===== config.mk =====
export PLATFORM = sky130hd
export DESIGN_NAME = typeb_activation_seq
export DESIGN_NICKNAME = d
export VERILOG_FILES = /design/src/rtl/typeb_seq_pkg.sv /design/src/rtl/typeb_crc16.sv /design/src/rtl/typeb_resp_timer.sv /design/src/rtl/typeb_atq_capture.sv /design/src/rtl/typeb_activation_seq.sv
export SDC_FILE = /design/constraint.sdc
export NUM_CORES = 1
export LEC_CHECK = 0
export CAP_MARGIN = 10
export CORE_MARGIN = 1
export CORE_UTILIZATION = 35
export CTS_BUF_LIST = sky130_fd_sc_hd__clkbuf_16
export DETAILED_ROUTE_END_ITERATION = 8
export GPL_TIMING_DRIVEN = 0
export HOLD_SLACK_MARGIN = 0.06
export PLACE_DENSITY = 0.62
export SLEW_MARGIN = 10
export SYNTH_ARGS = -nofsm -noshare
export SYNTH_HDL_FRONTEND = slang
export SYNTH_SLANG_ARGS = --single-unit

===== constraint.sdc =====
create_clock -name clk -period 3 [get_ports clk]
set_input_delay 0.6 -clock clk [delete_from_list [all_inputs] [get_ports clk]]
set_output_delay 0.6 -clock clk [all_outputs]
set_load 0.02 [all_outputs]

===== src/rtl/typeb_seq_pkg.sv =====
package typeb_seq_pkg;

    typedef enum logic [1:0] {
        STAT_IDLE = 2'b00,
        STAT_BUSY = 2'b01,
        STAT_OK   = 2'b10,
        STAT_FAIL = 2'b11
    } seq_status_e;

    typedef enum logic [2:0] {
        PH_IDLE,
        PH_WUP_TX,
        PH_WUP_RX,
        PH_SEL_TX,
        PH_SEL_RX,
        PH_BLK_TX,
        PH_BLK_RX
    } phase_e;

    localparam int WUP_LEN     = 5;
    localparam int SEL_LEN     = 11;
    localparam int SEL_CRC_POS = 9;
    localparam int ATQ_MIN     = 14;
    localparam int ANS_MIN     = 3;
    localparam logic [7:0] SEL_CODE = 8'h1D;
    localparam logic [7:0] PCB_BASE = 8'h0A;
    localparam logic [7:0] CID_BYTE = 8'h00;

    function automatic logic [7:0] wup_byte(input int unsigned pos);
        case (pos)
            0:       wup_byte = 8'h05;
            1:       wup_byte = 8'h00;
            2:       wup_byte = 8'h08;
            3:       wup_byte = 8'h39;
            default: wup_byte = 8'h73;
        endcase
    endfunction

    function automatic logic [15:0] crcb_step(input logic [15:0] cur, input logic [7:0] din);
        logic [15:0] c;
        c = cur ^ {8'h00, din};
        for (int k = 0; k < 8; k++) begin
            if (c[0]) c = (c >> 1) ^ 16'h8408;
            else      c = c >> 1;
        end
        crcb_step = c;
    endfunction

endpackage


===== src/rtl/typeb_crc16.sv =====
module typeb_crc16
    import typeb_seq_pkg::*;
(
    input  logic       clk,
    input  logic       rst_n,
    input  logic       clr,
    input  logic       upd,
    input  logic [7:0] din,
    output logic [7:0] crc_lo,
    output logic [7:0] crc_hi
);
    logic [15:0] crc_d, crc_q;

    always_comb begin
        crc_d = crc_q;
        if (clr)      crc_d = 16'hFFFF;
        else if (upd) crc_d = crcb_step(crc_q, din);
    end

    always_ff @(posedge clk or negedge rst_n) begin
        if (!rst_n) crc_q <= 16'hFFFF;
        else        crc_q <= crc_d;
    end

    assign crc_lo = ~crc_q[7:0];
    assign crc_hi = ~crc_q[15:8];
endmodule


===== src/rtl/typeb_resp_timer.sv =====
module typeb_resp_timer #(
    parameter int TMO_W = 16
) (
    input  logic             clk,
    input  logic             rst_n,
    input  logic             arm,
    input  logic             run,
    input  logic [TMO_W-1:0] limit,
    output logic             expired
);
    logic [TMO_W-1:0] cnt_d, cnt_q;

    always_comb begin
        cnt_d = cnt_q;
        if (arm)                     cnt_d = '0;
        else if (run && !(&cnt_q))   cnt_d = cnt_q + TMO_W'(1);
    end

    always_ff @(posedge clk or negedge rst_n) begin
        if (!rst_n) cnt_q <= '0;
        else        cnt_q <= cnt_d;
    end

    assign expired = run && (cnt_q >= limit);
endmodule


===== src/rtl/typeb_atq_capture.sv =====
module typeb_atq_capture #(
    parameter int ID_BYTES  = 4,
    parameter int PROTO_POS = 10
) (
    input  logic                  clk,
    input  logic                  rst_n,
    input  logic                  clr,
    input  logic                  en,
    input  logic                  rx_valid,
    input  logic [7:0]            rx_data,
    output logic [8*ID_BYTES-1:0] card_id,
    output logic [3:0]            proto
);
    localparam int POS_W = $clog2(PROTO_POS + 2);

    typedef struct packed {
        logic [POS_W-1:0]      pos;
        logic [8*ID_BYTES-1:0] id;
        logic [3:0]            proto;
    } cap_t;

    cap_t cap_d, cap_q;

    always_comb begin
        cap_d = cap_q;
        if (clr) begin
            cap_d.pos = '0;
        end else if (en && rx_valid) begin
            for (int b = 0; b < ID_BYTES; b++) begin
                if (int'(cap_q.pos) == b + 1) cap_d.id[8*b +: 8] = rx_data;
            end
            if (int'(cap_q.pos) == PROTO_POS) cap_d.proto = rx_data[3:0];
            if (!(&cap_q.pos)) cap_d.pos = cap_q.pos + POS_W'(1);
        end
    end

    always_ff @(posedge clk or negedge rst_n) begin
        if (!rst_n) cap_q <= '0;
        else        cap_q <= cap_d;
    end

    assign card_id = cap_q.id;
    assign proto   = cap_q.proto;
endmodule


===== src/rtl/typeb_activation_seq.sv =====
module typeb_activation_seq
    import typeb_seq_pkg::*;
#(
    parameter int MAX_PAY = 32,
    parameter int RXL_W   = 8,
    parameter int TMO_W   = 16,
    parameter int FRM_W   = $clog2(MAX_PAY + 5)
) (
    input  logic             clk,
    input  logic             rst_n,
    input  logic [TMO_W-1:0] timeout_cycles,
    input  logic             start_sel,
    input  logic             start_blk,
    input  logic [FRM_W-1:0] pay_len,
    output logic [FRM_W-1:0] pay_idx,
    input  logic [7:0]       pay_byte,
    output logic [7:0]       tx_data,
    output logic             tx_valid,
    output logic             tx_last,
    input  logic             tx_ready,
    input  logic [7:0]       rx_data,
    input  logic             rx_valid,
    input  logic             rx_done,
    input  logic [RXL_W-1:0] rx_len,
    output logic [1:0]       status,
    output logic [RXL_W-1:0] resp_len
);
    localparam logic [FRM_W-1:0] MAX_PAY_F = FRM_W'(MAX_PAY);

    typedef struct packed {
        phase_e           phase;
        logic [FRM_W-1:0] idx;
        logic [FRM_W-1:0] plen;
        logic             bn;
        seq_status_e      stat;
        logic [RXL_W-1:0] rlen;
    } ctl_t;

    ctl_t ctl_d, ctl_q;

    logic [FRM_W-1:0] frame_len;
    logic             at_last;
    logic             in_crc;
    logic             hs;
    logic [7:0]       crc_lo, crc_hi;
    logic [31:0]      card_id;
    logic [3:0]       proto;
    logic             tmo;
    logic             rx_phase;

    typeb_crc16 u_crc (
        .clk    (clk),
        .rst_n  (rst_n),
        .clr    (!tx_valid),
        .upd    (hs && !in_crc),
        .din    (tx_data),
        .crc_lo (crc_lo),
        .crc_hi (crc_hi)
    );

    typeb_resp_timer #(.TMO_W(TMO_W)) u_tmr (
        .clk     (clk),
        .rst_n   (rst_n),
        .arm     (hs && at_last),
        .run     (rx_phase),
        .limit   (timeout_cycles),
        .expired (tmo)
    );

    typeb_atq_capture #(.ID_BYTES(4), .PROTO_POS(10)) u_cap (
        .clk      (clk),
        .rst_n    (rst_n),
        .clr      (ctl_q.phase == PH_WUP_TX),
        .en       (ctl_q.phase == PH_WUP_RX),
        .rx_valid (rx_valid),
        .rx_data  (rx_data),
        .card_id  (card_id),
        .proto    (proto)
    );

    assign rx_phase = (ctl_q.phase == PH_WUP_RX) || (ctl_q.phase == PH_SEL_RX) ||
                      (ctl_q.phase == PH_BLK_RX);
    assign tx_valid = (ctl_q.phase == PH_WUP_TX) || (ctl_q.phase == PH_SEL_TX) ||
                      (ctl_q.phase == PH_BLK_TX);
    assign hs       = tx_valid && tx_ready;
    assign at_last  = (ctl_q.idx == frame_len - FRM_W'(1));
    assign tx_last  = tx_valid && at_last;
    assign pay_idx  = (ctl_q.phase == PH_BLK_TX) ? ctl_q.idx - FRM_W'(2) : '0;
    assign status   = ctl_q.stat;
    assign resp_len = ctl_q.rlen;

    // frame length, CRC window and byte multiplexer
    always_comb begin
        frame_len = '0;
        in_crc    = 1'b0;
        tx_data   = 8'h00;
        case (ctl_q.phase)
            PH_WUP_TX: begin
                frame_len = FRM_W'(WUP_LEN);
                tx_data   = wup_byte(int'(ctl_q.idx));
            end
            PH_SEL_TX: begin
                frame_len = FRM_W'(SEL_LEN);
                in_crc    = (ctl_q.idx >= FRM_W'(SEL_CRC_POS));
                case (int'(ctl_q.idx))
                    0:       tx_data = SEL_CODE;
                    1:       tx_data = card_id[7:0];
                    2:       tx_data = card_id[15:8];
                    3:       tx_data = card_id[23:16];
                    4:       tx_data = card_id[31:24];
                    6:       tx_data = 8'h08;
                    7:       tx_data = {4'h0, proto};
                    9:       tx_data = crc_lo;
                    10:      tx_data = crc_hi;
                    default: tx_data = 8'h00;
                endcase
            end
            PH_BLK_TX: begin
                frame_len = ctl_q.plen + FRM_W'(4);
                in_crc    = (ctl_q.idx >= ctl_q.plen + FRM_W'(2));
                if (ctl_q.idx == ctl_q.plen + FRM_W'(2))      tx_data = crc_lo;
                else if (ctl_q.idx == ctl_q.plen + FRM_W'(3)) tx_data = crc_hi;
                else if (ctl_q.idx == '0)                     tx_data = PCB_BASE | {7'h00, ctl_q.bn};
                else if (ctl_q.idx == FRM_W'(1))              tx_data = CID_BYTE;
                else                                          tx_data = pay_byte;
            end
            default: ;
        endcase
    end

    // next-state computation
    always_comb begin
        ctl_d = ctl_q;
        case (ctl_q.phase)
            PH_IDLE: begin
                if (start_sel) begin
                    ctl_d.phase = PH_WUP_TX;
                    ctl_d.idx   = '0;
                    ctl_d.stat  = STAT_BUSY;
                end else if (start_blk) begin
                    ctl_d.phase = PH_BLK_TX;
                    ctl_d.idx   = '0;
                    ctl_d.plen  = (pay_len > MAX_PAY_F) ? MAX_PAY_F : pay_len;
                    ctl_d.stat  = STAT_BUSY;
                    ctl_d.rlen  = '0;
                end
            end
            PH_WUP_TX, PH_SEL_TX, PH_BLK_TX: begin
                if (hs) begin
                    if (at_last) begin
                        ctl_d.idx = '0;
                        case (ctl_q.phase)
                            PH_WUP_TX: ctl_d.phase = PH_WUP_RX;
                            PH_SEL_TX: ctl_d.phase = PH_SEL_RX;
                            default: begin
                                ctl_d.phase = PH_BLK_RX;
                                ctl_d.bn    = ~ctl_q.bn;
                            end
                        endcase
                    end else begin
                        ctl_d.idx = ctl_q.idx + FRM_W'(1);
                    end
                end
            end
            PH_WUP_RX: begin
                if (rx_done) begin
                    if (rx_len < RXL_W'(ATQ_MIN)) begin
                        ctl_d.phase = PH_IDLE;
                        ctl_d.stat  = STAT_FAIL;
                    end else begin
                        ctl_d.phase = PH_SEL_TX;
                        ctl_d.idx   = '0;
                    end
                end else if (tmo) begin
                    ctl_d.phase = PH_IDLE;
                    ctl_d.stat  = STAT_FAIL;
                end
            end
            PH_SEL_RX: begin
                if (rx_done) begin
                    ctl_d.phase = PH_IDLE;
                    if (rx_len < RXL_W'(ANS_MIN)) begin
                        ctl_d.stat = STAT_FAIL;
                    end else begin
                        ctl_d.stat = STAT_OK;
                        ctl_d.bn   = 1'b0;
                    end
                end else if (tmo) begin
                    ctl_d.phase = PH_IDLE;
                    ctl_d.stat  = STAT_FAIL;
                end
            end
            PH_BLK_RX: begin
                if (rx_done) begin
                    ctl_d.phase = PH_IDLE;
                    ctl_d.stat  = STAT_OK;
                    ctl_d.rlen  = (rx_len < RXL_W'(ANS_MIN)) ? '0 : rx_len;
                end else if (tmo) begin
                    ctl_d.phase = PH_IDLE;
                    ctl_d.stat  = STAT_FAIL;
                    ctl_d.rlen  = '0;
                end
            end
            default: ctl_d.phase = PH_IDLE;
        endcase
    end

    always_ff @(posedge clk or negedge rst_n) begin
        if (!rst_n) begin
            ctl_q       <= '0;
            ctl_q.phase <= PH_IDLE;
            ctl_q.stat  <= STAT_IDLE;
        end else begin
            ctl_q <= ctl_d;
        end
    end
endmodule


==> flow_summary.json, run 1 <==
{
  "status": "complete, but fails checks",
  "violations": "setup timing",
  "fill_cells": 1838,
  "cts_buffers": 9,
  "die_area_mm2": 0.0203,
  "end_kind": "primary output",
  "antenna_left": 0,
  "rsz0062_at_grt": "true",
  "reg2reg_to": "u_crc.crc_q[14]",
  "maxCapViolCount": 0,
  "core.rowCount": 51,
  "via_count": 6248,
  "routabilityCongestion": 0.864,
  "timing.final.ws_setup_ps": -521,
  "crit_start": "ctl_q[21]",
  "synth.net_count": 831,
  "wirelength_mm": 19.8,
  "synth_ff_type": "dfrtp_1",
  "seq_area_frac_synth": 0.358,
  "path_max_fanout": 5,
  "netlist_area_mm2": 0.00691,
  "yosysWarnings": 0,
  "synth-seq-cells": 98,
  "synth.largest_area_cell": "dfrtp_1",
  "pre_cts_ws_ps": -1150,
  "async_flop_share": 1.00,
  "ios": 79,
  "drt_pre_antenna_iters": 5,
  "p_per_area_mw_per_mm2": 1050,
  "fin_cells": 1150,
  "ir_worst_vdd_mv": 0.447,
  "slew_viol_final": 0,
  "final_cell_mix": "73 x dfrtp_1, 65 x clkdlybuf4s50_1, 63 x buf_4",
  "cts_tree": "yes",
  "netlist_top_cells_area": "dfrtp_1 30%, ha_1 7.1%, mux2_2 6.2%, dfstp_2 6.1%, xnor2_1 3.5%",
  "die_h_um": 143,
  "required_ps": 2400,
  "cp-endpoint": "tx_data[2]",
  "diodes": 0,
  "critPathKind": "reg -> out",
  "grt-ovfl-total": 0,
  "layout-drive-gt1-share": 0.301,
  "htree_levels": 3,
  "rrSetupSlack_ps": -380,
  "setup_viol": 25,
  "maxSlewHeadroom": 0.528,
  "layout_min_cycle_time_ps": 3520,
  "synth_top_area_frac": 0.297,
  "hpwl_mm": 13.9,
  "start_util": 0.356,
  "final_common_cell": "dfrtp_1",
  "synthesis.instances": 739,
  "areaGrowthSynthToFinish_pct": 35.1,
  "clk_pin_slew_ps": 70,
  "avgRoutedWirePerCell_um": 17.2,
  "reg2reg_from": "ctl_q[21]",
  "portBuffers": 78,
  "drt_iter0_markers": 629,
  "die_w_um": 143,
  "skew_ps": 10.9,
  "grt_pass1_vias": 5978,
  "start_kind": "flip-flop",
  "worst_pin_slew_ps": 700,
  "avgSynthCellArea_um2": 9.36,
  "drc": 0,
  "final_nets": 972,
  "clock_sinks": 98,
  "grt_pass1_wl_mm": 31.7,
  "antenna_found_initial": 0,
  "dp.cells": 1083,
  "grt_usage": 0.200,
  "hold_viol": 0,
  "core-area_mm2": 0.0194,
  "fmax_ghz": 0.284,
  "crit_arrival_ps": 2920,
  "clock_latency_ps": 360,
  "r2r_cells": 13,
  "synth-edff-count": 0,
  "post_drt_via_cell_ratio": 5.43,
  "finalCritPeriodShare": 1.17,
  "hold_path_class": "in -> async",
  "p_leak_uw": 0.00409,
  "cts_hold_buf": 0,
  "synth_cell_types": 82,
  "clock_path_buffers": 2,
  "grt_max_degree": 55,
  "cts_root_buf": "clkbuf_16"
}
worst min-delay path by stage:
stage / start / endpoint / slack [ps] / cells after the start
after floorplan: rst_n / ctl_q[10] / 300 / 0
after global placement: resp_len[1] / resp_len[1] / 480 / 1
after detailed placement: resp_len[1] / resp_len[1] / 490 / 1
after CTS: rst_n / u_cap.card_id[25] / 170 / 1
after global routing: rst_n / u_cap.card_id[7] / 200 / 1
final: rst_n / u_cap.card_id[7] / 160 / 1
metrics by stage:
step	total power, uW	hold WS, ps	instance area [um^2]	TNS [ps]	utilization
floorplan	5530	304	6940	-48.4	-
global placement	6860	481	8050	-262460	0.415
detailed placement	6920	485	8080	-38090	0.416
CTS	8890	169	8900	-6300	0.459
global route	10400	197	9340	-9200	0.482
finish	9800	162	9340	-6800	0.482
Yosys cell counts, types with 3 or more instances:
| master | n |
|---|---|
| buf_4 | 10 |
| mux2_2 | 38 |
| dfrtp_1 | 82 |
| nor2_1 | 63 |
| a22o_1 | 7 |
| and3_1 | 11 |
| dfstp_2 | 16 |
| nand3_1 | 23 |
| a221o_1 | 6 |
| ha_1 | 39 |
| nor2b_1 | 4 |
| o21ai_1 | 4 |
| nor4_1 | 6 |
| xor2_1 | 28 |
| xnor2_1 | 28 |
| buf_2 | 3 |
| a21oi_1 | 37 |
| buf_1 | 4 |
| o221ai_1 | 5 |
| inv_1 | 39 |
| nand3b_1 | 3 |
| and2_1 | 5 |
| nor3_1 | 17 |
| o211ai_1 | 11 |
| nand2b_1 | 10 |
| nand4_1 | 10 |
| mux2i_1 | 4 |
| clkbuf_1 | 31 |
| nand2_1 | 47 |
| a211oi_1 | 8 |
| o21a_1 | 4 |
| a31oi_1 | 14 |
| o21ai_0 | 32 |
| a32o_1 | 4 |
| a22oi_1 | 3 |
| a222oi_1 | 6 |
| a21o_1 | 15 |
critical path, cell delays in order, from the launching register on:
cell and delay, ps:
dfrtp_2 410, xor3_1 430, or3_4 360, a2111oi_4 460, buf_6 200, a21oi_4 70, o31a_1 300, a21o_1 190
buf_6 130
registers in the layout, summed over array words and instances, names as in the netlist:
register and flops:
ctl_q 16, u_tmr.cnt_q 16, u_cap.cap_q 4, status 2, u_cap.card_id 32, u_crc.crc_q 16, u_cap.proto 4, resp_len 8
metal layers:
metal,track usage,wire length [um]
met5,0,0
met4,0.0804,500
met3,0.0316,1060
met2,0.314,9090
met1,0.275,9140
logic make-up after synthesis:
family	Yosys count	share of synthesized area
adder cells (fa/ha/maj)	39	0.0706
multiplexers	42	0.0677
AO/OA/AOI/OAI	191	0.205
buffers and inverters	89	0.0565
AND/OR/NAND/NOR	220	0.160
flip-flops	98	0.358
XOR/XNOR	60	0.0832
repair_timing:
action,4_1_cts,5_1_grt
pin swaps,36,32
resized for setup,137,66
gates cloned,1,0
hold endpoints to repair,0,0
setup buffers,33,28
endpoints found under the setup margin,66,49
power by group:
part           internal [uW]  leakage, uW  total [uW]  switching, uW
Sequential              1730      0.00125        2190            457
Combinational           3120      0.00271        6520           3400
Clock                    561     0.000137        1090            529
Total                   5410      0.00409        9800           4380
final cells by class:
cell class                      count  area, um^2  share of cell area
Sequential cell                    98        2480               0.266
Clock buffer                        9         225              0.0241
Clock inverter                      7        45.0             0.00482
Inverter                           39         158              0.0169
Timing Repair Buffer              138        1290               0.138
Multi-Input combinational cell    552        4520               0.484
Tap cell                          265         332              0.0355
Buffer                             42         290              0.0311
Power figures use the tool's default switching activity.
==> run 2: changes to the inputs <==
Settings changed: CORE_ASPECT_RATIO set to 1.2.
==> run 2 against run 1 <==
  * Wire length down 2.4%
  * Register-to-register slack worse by 70 ps
  * Combinational power down 9.4%
  * Critical endpoint is now tx_data[1]
  * Die area about the same
  * Flip-flop and latch count unchanged
  * Clock power up 17%
  * The run still ends with setup timing left
  * Highest routed layer unchanged
==> flow_summary.json, run 2 (synthesized netlist as in run 1, its figures left out) <==
{
  "path_max_fanout": 5,
  "clock_path_buffers": 2,
  "power.internal_uw": 5200,
  "p_leak_uw": 0.00401,
  "portBuffers": 78,
  "post_drt_via_cell_ratio": 5.41,
  "required_ps": 2400,
  "htree_levels": 3,
  "violations": "setup timing",
  "cts_buffers": 9,
  "areaGrowthSynthToFinish_pct": 32.1,
  "hold_viol": 0,
  "r2r_cells": 13,
  "core.rowCount": 55,
  "crit_family": "compound AO/OA/AOI/OAI gates",
  "clock_latency_ps": 360,
  "diodes": 0,
  "crit_buf_inv": 3,
  "reg2reg_to": "u_crc.crc_q[3]",
  "largest_register_ffs": 32,
  "final_cell_mix": "75 x dfrtp_1, 64 x clkdlybuf4s50_1, 60 x nor2_1",
  "finalCritPeriodShare": 1.17,
  "hpwl_mm": 13.9,
  "grt_pass1_wl_mm": 31.9,
  "ir_worst_vdd_mv": 0.440,
  "end_kind": "primary output",
  "hold_path_class": "in -> async",
  "die_h_um": 156,
  "layout_min_cycle_time_ps": 3520,
  "rsz0062_at_grt": "true",
  "avgRoutedWirePerCell_um": 17.2,
  "final_nets": 952,
  "grt_max_degree": 65,
  "critPathKind": "reg -> out",
  "p_per_area_mw_per_mm2": 1020,
  "ios": 79,
  "crit_chain": "buf_4, ha_1, a21oi_2, xnor2_1, a2111o_1, buf_6, o21ai_4, a31oi_1, o21ai_2, buf_6",
  "grt-ovfl-total": 0,
  "skew_ps": 14.6,
  "reg2reg_from": "ctl_q[13]",
  "rrSetupSlack_ps": -450,
  "core-area_mm2": 0.0191,
  "setup_viol": 21,
  "clock_sinks": 98,
  "crit_arrival_ps": 2920,
  "layout-drive-gt1-share": 0.273,
  "critPathMaxStageDelay_ps": 570,
  "start_util": 0.361,
  "switchingPower_uw": 4160,
  "antenna_left": 0,
  "cts_tree": "yes",
  "maxCapViolCount": 0,
  "routabilityCongestion": 0.857,
  "tns_ps": -6860,
  "swShare": 0.444,
  "final_common_cell": "dfrtp_1",
  "drt_pre_antenna_iters": 5,
  "clk_pin_slew_ps": 70,
  "cts_hold_buf": 0,
  "cpMostUsedCell": "buf_6",
  "slew_viol_final": 0,
  "die_w_um": 130,
  "worst_pin_slew_ps": 710,
  "maxSlewHeadroom": 0.522,
  "p_seq_frac": 0.233,
  "fill_cells": 1874,
  "clockPowerShare": 0.136,
  "grt_pass1_vias": 6142,
  "combPwrFrac": 0.631,
  "start_kind": "flip-flop",
  "status": "complete, but fails checks",
  "wirelength_mm": 19.3,
  "die_area_mm2": 0.0203,
  "fmax_ghz": 0.284,
  "cpMaxStageDelayCell": "a2111o_1",
  "timing.final.ws_setup_ps": -516,
  "antenna_found_initial": 0,
  "drc": 0,
  "via_count": 6068,
  "drt_iter0_markers": 454,
  "power_uw": 9360,
  "cts_root_buf": "clkbuf_16",
  "grt_usage": 0.201
}
==> run 2: cell count changes in the layout (fill, tap and decap cells not counted), moves of 3 or more <==
cell / previous run / this run
buf_4: 63 / 42
xnor2_2: 3 / 6
xnor2_4: 3 / 0
buf_2: 3 / 6
buf_6: 20 / 17
inv_1: 35 / 38
nor3_2: 5 / 2
==> run 2: area by class of cell <==
type | count | area (um^2) | share of cell area
tap | 256 | 320 | 0.0351
clock inverter | 7 | 98.8 | 0.0108
buffer | 43 | 285 | 0.0312
sequential | 98 | 2480 | 0.272
inverter | 39 | 146 | 0.0160
multi-input combinational | 552 | 4450 | 0.487
clock buffer | 9 | 225 | 0.0247
timing repair buffer | 117 | 1130 | 0.123
==> run 2: timing repair <==
action                                  CTS  global route
setup buffers                            30             8
pin swaps                                34            19
endpoints found under the setup margin   66            55
resized for setup                       145            29
==> run 2: power groups by stage <==
stage | Sequential [uW] | Combinational [uW] | Clock (uW)
2_1_floorplan | 2010 | 3520 | 0
3_3_place_gp | 2160 | 4700 | 0
3_5_place_dp | 2160 | 4740 | 0
4_1_cts | 2150 | 5570 | 1300
5_1_grt | 2220 | 6400 | 1350
6_report | 2180 | 5910 | 1270
==> run 2: metal layers <==
metal / vias to the layer above / track usage / wire length [um]
li1: 2927 / - / -
met1: 2935 / 0.268 / 8740
met2: 161 / 0.321 / 9120
met3: 45 / 0.0302 / 821
met4: 0 / 0.0853 / 641
met5: - / 0 / 0
==> run 2: worst max path at each step <==
stage          startpoint              to  slack [ps]  cells past startpoint
3_5_place_dp    ctl_q[24]         tx_last       -1160                     11
5_1_grt         ctl_q[13]      tx_data[6]        -610                     11
3_3_place_gp        rst_n       ctl_q[13]       -2810                      1
2_1_floorplan   ctl_q[13]  u_crc.crc_q[8]         -30                     14
6_report        ctl_q[13]      tx_data[1]        -520                     10
4_1_cts         ctl_q[13]      tx_data[2]        -500                      9
==> run 2: through the flow <==
step	util	cells	setup slack [ps]	hold slack, ps	cell area [um^2]
after detailed placement	0.421	1074	-1160	489	8060
final	0.477	1121	-516	196	9130
after global placement	0.420	1073	-2810	481	8040
after global routing	0.477	1121	-608	229	9130
after floorplan	-	739	-27.1	304	6940
after CTS	0.467	1113	-504	208	8940
